===== src/rtl/csel_pkg.sv =====
package csel_pkg;

    localparam int DIR_W  = 2;
    localparam int CONF_W = 3;

    localparam logic [DIR_W-1:0]  DIR_MAX  = '1;
    localparam logic [CONF_W-1:0] CONF_MAX = '1;
    localparam logic [DIR_W-1:0]  DIR_INIT = DIR_W'(1);

    typedef struct packed {
        logic [DIR_W-1:0]  dir;
        logic [CONF_W-1:0] conf;
    } csel_ent_t;

    localparam csel_ent_t ENT_RESET = '{dir: DIR_INIT, conf: '0};

    typedef struct packed {
        logic taken;
        logic hit;
    } csel_train_t;

    function automatic logic [DIR_W-1:0] dir_step(input logic [DIR_W-1:0] d, input logic taken);
        if (taken)
            return (d == DIR_MAX) ? d : d + 1'b1;
        else
            return (d == '0) ? d : d - 1'b1;
    endfunction

    function automatic logic [CONF_W-1:0] conf_step(input logic [CONF_W-1:0] c, input logic hit);
        if (!hit)
            return '0;
        return (c == CONF_MAX) ? c : c + 1'b1;
    endfunction

    function automatic logic dir_guess(input logic [DIR_W-1:0] d);
        return d[DIR_W-1];
    endfunction

endpackage


===== src/rtl/csel_index.sv =====
module csel_index #(
    parameter int PC_W  = 32,
    parameter int IDX_W = 7
) (
    input  logic [PC_W-1:0]  pc,
    output logic [IDX_W-1:0] idx
);
    always_comb begin
        idx = '0;
        for (int j = 0; j < PC_W; j++) begin
            idx[j % IDX_W] = idx[j % IDX_W] ^ pc[j];
        end
    end
endmodule


===== src/rtl/csel_train.sv =====
module csel_train
    import csel_pkg::*;
(
    input  logic        clk,
    input  logic        rst,
    input  logic        en,
    input  csel_ent_t   cur,
    input  csel_train_t trn,
    output csel_ent_t   nxt
);
    always_comb begin
        nxt.dir  = dir_step(cur.dir, trn.taken);
        nxt.conf = conf_step(cur.conf, trn.hit);
    end

    a_r6_conf_climbs: assert property (@(posedge clk) disable iff (rst)
        (en && trn.hit) |-> (nxt.conf == CONF_MAX || nxt.conf == cur.conf + 1'b1));

    a_r7_conf_clears: assert property (@(posedge clk) disable iff (rst)
        (en && !trn.hit) |-> (nxt.conf == '0));

    a_r5_dir_toward_outcome: assert property (@(posedge clk) disable iff (rst)
        en |-> (trn.taken ? (nxt.dir >= cur.dir) : (nxt.dir <= cur.dir)));
endmodule


===== src/rtl/csel_table.sv =====
module csel_table
    import csel_pkg::*;
#(
    parameter int IDX_W = 7
) (
    input  logic             clk,
    input  logic             rst,
    input  logic             rd_en,
    input  logic [IDX_W-1:0] rd_idx,
    output csel_ent_t        rd_q,
    input  logic [IDX_W-1:0] upd_idx,
    output csel_ent_t        upd_cur,
    input  logic             wr_en,
    input  csel_ent_t        wr_data
);
    localparam int DEPTH = 1 << IDX_W;

    csel_ent_t mem [DEPTH];

    assign upd_cur = mem[upd_idx];

    always_ff @(posedge clk) begin
        if (rst) begin
            for (int i = 0; i < DEPTH; i++) mem[i] <= ENT_RESET;
            rd_q <= ENT_RESET;
        end else begin
            if (rd_en) rd_q <= mem[rd_idx];
            if (wr_en) mem[upd_idx] <= wr_data;
        end
    end

    a_r5_write_lands: assert property (@(posedge clk) disable iff (rst)
        ($past(wr_en) && !$past(rst)) |-> (mem[$past(upd_idx)] == $past(wr_data)));

    a_r9_read_old: assert property (@(posedge clk) disable iff (rst)
        ($past(rd_en) && !$past(rst)) |-> (rd_q == $past(mem[rd_idx])));
endmodule


===== src/rtl/csel_gate_pred.sv =====
module csel_gate_pred
    import csel_pkg::*;
#(
    parameter int PC_W        = 32,
    parameter int IDX_W       = 7,
    parameter int CONF_THRESH = 6
) (
    input  logic            clk,
    input  logic            rst,
    input  logic            lk_valid,
    input  logic [PC_W-1:0] lk_pc,
    input  logic            upd_valid,
    input  logic [PC_W-1:0] upd_pc,
    input  logic            upd_taken,
    input  logic            upd_spec,
    input  logic            upd_hit,
    output logic            pred_valid,
    output logic            pred_spec,
    output logic            pred_taken,
    output logic            restart
);
    localparam logic [CONF_W-1:0] THRESH = CONF_W'(CONF_THRESH);

    logic [IDX_W-1:0] lk_idx, upd_idx;
    csel_ent_t        rd_q, upd_cur, upd_nxt;
    csel_train_t      trn;
    logic             valid_q, restart_q;

    csel_index #(.PC_W(PC_W), .IDX_W(IDX_W)) u_lk_idx  (.pc(lk_pc),  .idx(lk_idx));
    csel_index #(.PC_W(PC_W), .IDX_W(IDX_W)) u_upd_idx (.pc(upd_pc), .idx(upd_idx));

    assign trn = '{taken: upd_taken, hit: upd_hit};

    csel_table #(.IDX_W(IDX_W)) u_table (
        .clk     (clk),
        .rst     (rst),
        .rd_en   (lk_valid),
        .rd_idx  (lk_idx),
        .rd_q    (rd_q),
        .upd_idx (upd_idx),
        .upd_cur (upd_cur),
        .wr_en   (upd_valid),
        .wr_data (upd_nxt)
    );

    csel_train u_train (
        .clk (clk),
        .rst (rst),
        .en  (upd_valid),
        .cur (upd_cur),
        .trn (trn),
        .nxt (upd_nxt)
    );

    always_ff @(posedge clk) begin
        if (rst) begin
            valid_q   <= 1'b0;
            restart_q <= 1'b0;
        end else begin
            valid_q   <= lk_valid;
            restart_q <= upd_valid && upd_spec && !upd_hit;
        end
    end

    assign pred_valid = valid_q;
    assign pred_spec  = valid_q && (rd_q.conf >= THRESH);
    assign pred_taken = valid_q && dir_guess(rd_q.dir);
    assign restart    = restart_q;

    a_r8_restart_cause: assert property (@(posedge clk) disable iff (rst)
        restart |-> $past(upd_valid && upd_spec && !upd_hit));

    a_r2_valid_follows: assert property (@(posedge clk) disable iff (rst)
        (!$past(rst) && $past(lk_valid)) |-> pred_valid);

    a_r2_quiet_outputs: assert property (@(posedge clk) disable iff (rst)
        !pred_valid |-> (!pred_spec && !pred_taken));
endmodule


===== config.mk =====
export PLATFORM = sky130hd
export DESIGN_NAME = csel_gate_pred
export DESIGN_NICKNAME = d
export VERILOG_FILES = /design/src/rtl/csel_pkg.sv /design/src/rtl/csel_index.sv /design/src/rtl/csel_train.sv /design/src/rtl/csel_table.sv /design/src/rtl/csel_gate_pred.sv
export SDC_FILE = /design/constraint.sdc
export NUM_CORES = 1
export LEC_CHECK = 0
export CORE_ASPECT_RATIO = 2
export CORE_MARGIN = 2
export CORE_UTILIZATION = 40
export DETAILED_ROUTE_END_ITERATION = 8
export PLACE_DENSITY_LB_ADDON = 0.15
export SYNTH_ARGS = -nofsm -noshare
export SYNTH_HDL_FRONTEND = slang
export SYNTH_SLANG_ARGS = --single-unit

===== constraint.sdc =====
create_clock -name clk -period 9.3 [get_ports clk]
set_input_delay 1.86 -clock clk [delete_from_list [all_inputs] [get_ports clk]]
set_output_delay 1.86 -clock clk [all_outputs]
set_load 0.01 [all_outputs]

# Word level (Yosys, flattened, before mapping)
# Memory sizes are Yosys's and may differ from the RTL's. A register that Yosys moved wholly into a read port is not among the register bits.
# Cells that the tools add are included.
[totals]
ramBits = 640
out_inout_bits = 4
regBits = 2
inputBits = 71
memories = 1
word_cells = 79
[op_classes]
n_addsub = 3
mux = 13
order_cmp = 1
bitwise_logic = 50
eq_ne = 2
reduce_logical = 7
[mem_list]
columns = ["memory", "words", "word_bits", "rd", "rd_clocked_by_memory_dff", "write_ports", "line_no", "rtl"]
rows = [
  ["u_table.mem", 128, 5, 2, 1, 128, "csel_table.sv:18", "csel_ent_t mem [DEPTH];"],
]
[ops]
columns = ["cell", "n"]
rows = [
  ["1-bit XOR", 50],
  ["7-bit 2-to-1 mux", 1],
  ["1-bit 2-to-1 mux", 6],
  ["2-bit 2-to-1 mux", 3],
  ["3-bit 2-to-1 mux", 2],
  ["5-bit 2-to-1 mux", 1],
  ["5-bit OR reduction", 1],
  ["1-bit logical AND", 4],
  ["3-bit by 1-bit adder with 3-bit output (second input constant)", 1],
  ["3-bit == test (second input constant)", 1],
  ["3-bit greater-or-equal comparator (second input constant)", 1],
  ["2-bit by 1-bit adder with 2-bit output (second input constant)", 1],
  ["2-bit == test (second input constant)", 1],
  ["2-bit zero test", 1],
  ["2-bit by 1-bit subtractor with 2-bit output (second input constant)", 1],
  ["1-bit zero test", 1],
]

# Depth between registers and ports, before layout
# Gate-level depths: netlist (run 1).
# An unclocked memory read counts as a cell.
[logic_depth]
ltp_word = 9
depth_mapped = 19
mapped_depth_nobuf = 13

# Cells and area by module
# From an unflattened synthesis (run 1), not the netlist that was laid out.
[hier_totals]
cells_unflattened = 2837
area_unflattened_um2 = 36724.0
[modules_own_cells]
columns = ["mod", "n_inst", "seq_area_each_um2", "area_per_inst_um2", "cells_per_inst"]
rows = [
  ["csel_table", 1, 19318.5, 36087.1, 2777],
  ["csel_index", 2, 0.0, 239.0, 21],
  ["csel_train", 1, 0.0, 85.1, 12],
  ["csel_gate_pred", 1, 40.0, 73.8, 6],
]

# Worst setup path before layout (run 1)
# No wires, ideal clock.
[synth_timing]
path_kind = "input -> register"
start = "input upd_pc[28]"
end = "memory u_table.mem[112][1] (netlist bit), data pin"
n_path_buf = 6
setup_time_ns = 0.259
required_ns = 9.041
stages = 18
arrival_ns = 5.363
setup_slack_ns = 3.678
cell_sequence = "xnor3_2 > xnor2_4 > buf_4 > buf_4 > buf_2 > buf_2 > o221ai_1 > o21ai_0 > a21oi_1 > o41ai_1 > o311a_1 > ha_1 > inv_1 > a31oi_2 > mux2i_1 > buf_2 > buf_2 > nor3b_1"
[synth_lines]
columns = ["item", "line_no", "rtl"]
rows = [
  ["from (decl)", "csel_gate_pred.sv:13", "input logic [PC_W-1:0] upd_pc,"],
  ["to (decl)", "csel_table.sv:18", ""],
]

==> out/metrics.csv, run 1 <==
stage,metric,value,unit
worst_setup_path,cp_slowest_cell,nand2_1,
worst_setup_path,ff2ff_setup_slack,4.68,ns
cells_and_area,multiInputGateArea,0.0141,sq mm
cells_and_area,register_area,0.0193,sq mm
die,core,0.0858,sq mm
routing,viasPerCell,6.54,
worst_setup_path,max_stage_delay,0.96,ns
clocking,clkLatencyLatePin,0.67,ns
die,fp.dieH,420,um
place,portBuffers,74,
global_route,grt_usage,32.8,%
sta,min_period,7.83,ns
clocking,post_cts_buffers,0,
routing,wl_per_cell,35.3,um
sta,rsz0062_at_grt,false,
sta,relSlewSlack,4.28,%
routing,drt_iter0_drc,3884,
sta,fin_crit_sh,84.2,%
worst_setup_path,worstSetupPathType,input pin to flop,
worst_setup_path,crit_buf_inv,4,
worst_setup_path,worstSetupEndpointType,flop,
global_route,grt-ovfl-total,0,
die,floorplan.io_pins,75,
clocking,cts_tree,done,
routing,drc,0,
sta,fin_ws,1.47,ns
sta,fin_setup_tns,0,ns
global_route,grt_max_degree,129,
yosys,synthCells,2945,
routing,postRouteAntennaNets,0,
pwr,leakagePower,12.7,nW
worst_setup_path,crit_arrival,8.24,ns
yosys,yosysSeqAreaShare,55.9,%
clocking,path_clk_slew,0.07,ns
yosys,yosysWarnings,0,
sta,drv_slew,0,
global_route,grt_pass1_wl,203000,um
worst_setup_path,cp-start-kind,input pin,
place,place_congestion,0.983,
worst_setup_path,cp_cell_sequence,"clkdlybuf4s50_1, xor2_2, xor2_4, buf_4, nand2_1, o22ai_1, o21ai_0, a21oi_1, o41ai_1, o311a_1, ha_1, inv_1, a31oi_2, mux2_2, buf_4, and3_1",
sta,fmax,0.128,GHz
sta,skew,0.0263,ns
die,initial_core_util,40.3,%
worst_setup_path,path_max_fanout,36,
cells_and_area,nNetsFinal,2997,
global_route,grt_pass1_vias,27200,
sta,setup_viol,0,
global_route,grt_busiest_layer,met2,
yosys,synth.avg_cell_area,11.7,sq um
clocking,htreeDepth,2,
global_route,antenna_found_initial,1,
pwr,ir_drop,0.498,mV
cells_and_area,antenna_cells,0,
yosys,syn_area,0.0346,sq mm
die,rows,152,
cells_and_area,drive_above_1_share,15.4,%
yosys,synthArstFlopShare,0,%
clocking,ctsHoldBuffers,0,
worst_setup_path,critical_path.top_delay_family,compound AO/OA/AOI/OAI gates,
place,place_hpwl,99100,um
yosys,ys.flop_type,edfxtp_1,
die,die-width,212,um
global_route,grtUsageMet3,5.84,%
clocking,cts_resized,0,
cells_and_area,num-fill-cells,7881,
global_route,met1_usage,35.1,%
pwr,powerDensity,258,mW/mm^2
outcome,status,"finished, final reports clean",
job,cap_violations,0,
yosys,yosys.cell_types.count,73,
place,dp_slack,1.06,ns
routing,firstDrtPassIters,6,
clocking,numCtsBuffers,57,
global_route,met2_usage,55.1,%
worst_setup_path,required,9.71,ns
clocking,root_buffer,clkbuf_16,
clocking,clockBufferDepth,3,
yosys,synth_seq_cells,645,
sta,worst_pin_slew,1.43,ns
cells_and_area,area_delta_synth_final,11.6,%
clocking,clock-sinks,645,
worst_hold_path,hp-class,flop to flop,
yosys,syn-num-nets,3017,
yosys,synth-edff-count,640,
worst_setup_path,cpMostUsedCell,buf_4,
sta,finalHoldViolations,0,
routing,dr_total_vias,27000,
die,die_area,0.0890,sq mm
routing,routed_wl,146000,um
==> stage by stage <==
| step | power [W] | cells | util, % | area, sq um | hold slack (ns) |
|---|---|---|---|---|---|
| after global routing | 0.0101 | 4128 | 45.0 | 38600 | 0.520 |
| after detailed placement | 0.00735 | 4021 | 42.7 | 36700 | 0.479 |
| after global placement | 0.00734 | 4021 | 42.7 | 36700 | 0.470 |
| after floorplan | 0.00559 | 2945 | - | 34600 | 0.455 |
| final | 0.00995 | 4128 | 45.0 | 38600 | 0.485 |
| after CTS | 0.00983 | 4128 | 45.0 | 38600 | 0.488 |
==> cell usage after synthesis, types with 16 or more instances <==
master,count,area [sq um]
mux2i_1,65,651
a22oi_1,25,188
edfxtp_1,640,19200
o22ai_1,77,482
nor3b_1,206,1550
nand2_1,434,1630
o221ai_1,46,403
nand3_1,143,716
clkbuf_1,133,499
nand2b_1,131,820
nor2_1,352,1320
a21oi_1,32,160
a31oi_1,24,150
mux4_2,123,2770
and3_1,61,382
buf_2,83,415
buf_6,19,214
o21ai_0,40,200
mux2_2,71,800
xnor2_1,28,245
nor2_2,20,125
nor3_1,19,95.1
buf_4,16,120
==> path summary, 6_finish.rpt <==
| kind | start | to | cells after the start |
|---|---|---|---|
| worst max-delay path | upd_pc[7] | u_table.mem[121][1] | 16 |
| worst max register to register | u_table.mem[37][0] | u_table.mem[121][1] | 12 |
| worst min register to register | u_table.rd_q[4] | u_table.rd_q[4] | 2 |
| worst min-delay path | u_table.rd_q[4] | u_table.rd_q[4] | 2 |
==> report_power, final <==
part	internal [W]	leakage (nW)	switching, W
Combinational	0.00104	5.39	0.00303
Sequential	0.00328	6.35	0.0000650
Clock	0.00136	0.926	0.00118
Total	0.00568	12.7	0.00427
==> metal layers <==
metal | vias to the layer above | part of all wire [%]
met5 | - | 0
met4 | 0 | 11
met3 | 606 | 8.6
met2 | 1935 | 48
met1 | 13500 | 32
li1 | 10900 | -
==> tightest hold or removal path: cells and delay by family, from the launching register on <==
kind | cells | cell delay, ns
AND/OR/NAND/NOR | 2 | 0.13
flip-flops | 1 | 0.31
==> kinds of logic after synthesis <==
kind of cell,Yosys count,synth area share (%)
AND/OR/NAND/NOR,1390,19.6
adder cells (fa/ha/maj),3,0.0977
flip-flops,645,55.9
AO/OA/AOI/OAI,327,6.64
multiplexers,260,12.2
buffers and inverters,268,3.80
XOR/XNOR,52,1.72
==> area by class of cell <==
| cell class | instances | area share, % |
|---|---|---|
| clock buffers | 63 | 3.87 |
| clock inverters | 44 | 1.09 |
| inverters | 4 | 0.0389 |
| multi-input cells | 2032 | 36.6 |
| flip-flops and latches | 645 | 50.1 |
| well taps | 1155 | 3.75 |
| repair buffers | 185 | 4.60 |
==> flip-flops by register name (all words and copies together), names as in the netlist <==
name          cells
pred_valid        1
u_table.rd_q      3
restart           1
u_table.mem     640
==> cells in the final DEF, fill, tap and decap left out, types with 10 or more instances in the layout <==
cell             count
o221ai_1            46
edfxtp_1           640
clkdlybuf4s50_1     72
and3_1              61
buf_12              16
nor2_2              28
o211ai_1            10
mux2_2              71
nor2_1             343
nand2b_1           131
mux2i_1             64
nor3_1              18
nand3_1            143
xor2_1              10
clkbuf_16           59
a32oi_1             11
clkinv_2            13
o21ai_0             39
mux4_2             123
a21oi_1             32
nand2_1            434
clkinv_1            11
nor3b_1            206
o22ai_1             77
xnor2_1             23
a31oi_1             24
buf_4               96
a22oi_1             25
(Power assumes the default switching activity.)
==> inputs of run 2 (changes only) <==
==> constraint.sdc (replaced) <==
create_clock -name clk -period 7.5 [get_ports clk]
set_input_delay 1.5 -clock clk [delete_from_list [all_inputs] [get_ports clk]]
set_output_delay 1.5 -clock clk [all_outputs]
set_load 0.01 [all_outputs]
==> run 2 against run 1 <==
Effect of this change: clock skew grew 0.012 ns; global-route usage grew 1.0 points; largest power group unchanged; core utilization rose by 0.69 points.
==> out/metrics.csv, run 2 (same netlist as run 1, synthesis figures left out) <==
stage,metric,value,unit
clocking,htreeDepth,2,
clocking,numCtsBuffers,58,
clocking,post_cts_buffers,0,
die,rows,152,
cells_and_area,final_common_cell,edfxtp_1,
die,die_area,0.0890,sq mm
sta,worst_pin_slew,1.44,ns
place,portBuffers,74,
clocking,cts_tree,done,
outcome,status,"finished, final reports clean",
sta,finalHoldViolations,0,
pwr,powerDensity,327,mW/mm^2
routing,routed_wl,150000,um
sta,fin_setup_tns,0,ns
job,cap_violations,0,
die,die-width,212,um
global_route,met1_usage,34.8,%
worst_hold_path,hp-class,flop to flop,
routing,dr_total_vias,27400,
place,place_congestion,0.990,
clocking,clkLatencyLatePin,0.68,ns
global_route,antenna_found_initial,6,
cells_and_area,largest_registers,"u_table.mem x640, u_table.rd_q x3",
sta,relSlewSlack,3.46,%
routing,drc,0,
routing,postRouteAntennaNets,0,
worst_setup_path,cp_cell_sequence,"clkdlybuf4s50_1, xnor3_2, xor2_4, buf_12, nand2_1, and3_1, a31oi_1, o31ai_1, nor4_1, buf_4, o311a_1, ha_1, inv_1, a31oi_2, buf_4, mux2i_4, buf_12, nor3b_1",
cells_and_area,drive_above_1_share,16.6,%
global_route,grt_pass1_vias,27700,
sta,fin_crit_sh,88.7,%
pwr,power,0.0128,W
global_route,met2_usage,57.2,%
cells_and_area,largest-register,u_table.mem,
place,place_hpwl,104000,um
routing,wl_per_cell,35.9,um
worst_setup_path,required,7.90,ns
die,fp.dieH,420,um
global_route,grt_busiest_layer,met2,
pwr,ir_drop,0.435,mV
worst_setup_path,path_max_fanout,40,
clocking,cts_resized,0,
routing,viasPerCell,6.56,
clocking,path_clk_slew,0.06,ns
clocking,root_buffer,clkbuf_16,
sta,rsz0062_at_grt,false,
global_route,grt-ovfl-total,0,
cells_and_area,nNetsFinal,3039,
worst_setup_path,crit_arrival,7.05,ns
worst_setup_path,max_stage_delay,0.87,ns
sta,fmax,0.150,GHz
global_route,grt_max_degree,103,
worst_setup_path,worstSetupPathType,input pin to flop,
cells_and_area,final_cell_mix,"640 x edfxtp_1, 434 x nand2_1, 342 x nor2_1, 206 x nor3b_1, 143 x nand3_1",
routing,firstDrtPassIters,7,
sta,skew,0.0380,ns
clocking,clockBufferDepth,3,
clocking,ctsHoldBuffers,0,
clocking,clock-sinks,645,
die,floorplan.io_pins,75,
routing,drt_iter0_drc,3624,
worst_setup_path,cp_slowest_cell,nor4_1,
sta,drv_slew,0,
worst_setup_path,cp-start-kind,input pin,
global_route,grt_pass1_wl,209000,um
global_route,grtUsageMet3,7.09,%
cells_and_area,largest_register_ffs,640,
pwr,leakagePower,13.0,nW
global_route,grt_usage,33.9,%
cells_and_area,area_delta_synth_final,13.3,%
die,initial_core_util,40.3,%
sta,min_period,6.66,ns
die,core,0.0858,sq mm
sta,setup_viol,0,
worst_setup_path,worstSetupEndpointType,flop,
[run 2: final timing paths]
check | start | to | slack (ns) | cells after the start
max | upd_pc[29] | u_table.mem[42][1] | 0.84 | 18
min | u_table.rd_q[4] | u_table.rd_q[4] | 0.50 | 2
max reg2reg | u_table.mem[48][0] | u_table.mem[42][1] | 3.14 | 14
min reg2reg | u_table.rd_q[4] | u_table.rd_q[4] | 0.50 | 2
[run 2: report_power, final]
group          switching (W)  internal [W]
Clock                0.00146       0.00179
Sequential         0.0000761       0.00407
Combinational        0.00383       0.00155
[run 2: worst max-delay path, delay by kind of cell]
family          cells  cell delay, ns
fa+ha+maj           1            0.23
xor+xnor            2            0.92
mux                 1            0.50
simple gates        4            1.21
buf+inv             6            1.61
compound gates      4            1.03
[run 2: area by class of cell]
class                      count  area [sq um]
tap                         1155          1450
fill                        7907         46600
multi-input combinational   2032         14100
clock buffer                  69          1560
sequential                   645         19300
timing repair buffer         226          2270
antenna                        4          10.0
inverter                       4          15.0
clock inverter                39           438
[run 2: routing by layer]
layer	up-vias	wire length [um]
met5	-	39
met4	6	17100
met3	670	12600
met2	1839	73300
met1	13800	47000
li1	11100	-
[run 2: stage by stage]
stage | hold WS [ns] | setup WS (ns) | utilization [%] | cells | area, sq um
2_1_floorplan | 0.455 | 2.24 | - | 2945 | 34600
3_3_place_gp | 0.472 | 0.346 | 43.3 | 4062 | 37200
3_5_place_dp | 0.492 | 0.396 | 43.3 | 4062 | 37200
4_1_cts | 0.501 | 1.02 | 45.6 | 4170 | 39200
5_1_grt | 0.531 | 0.880 | 45.6 | 4171 | 39200
6_report | 0.499 | 0.844 | 45.7 | 4174 | 39200
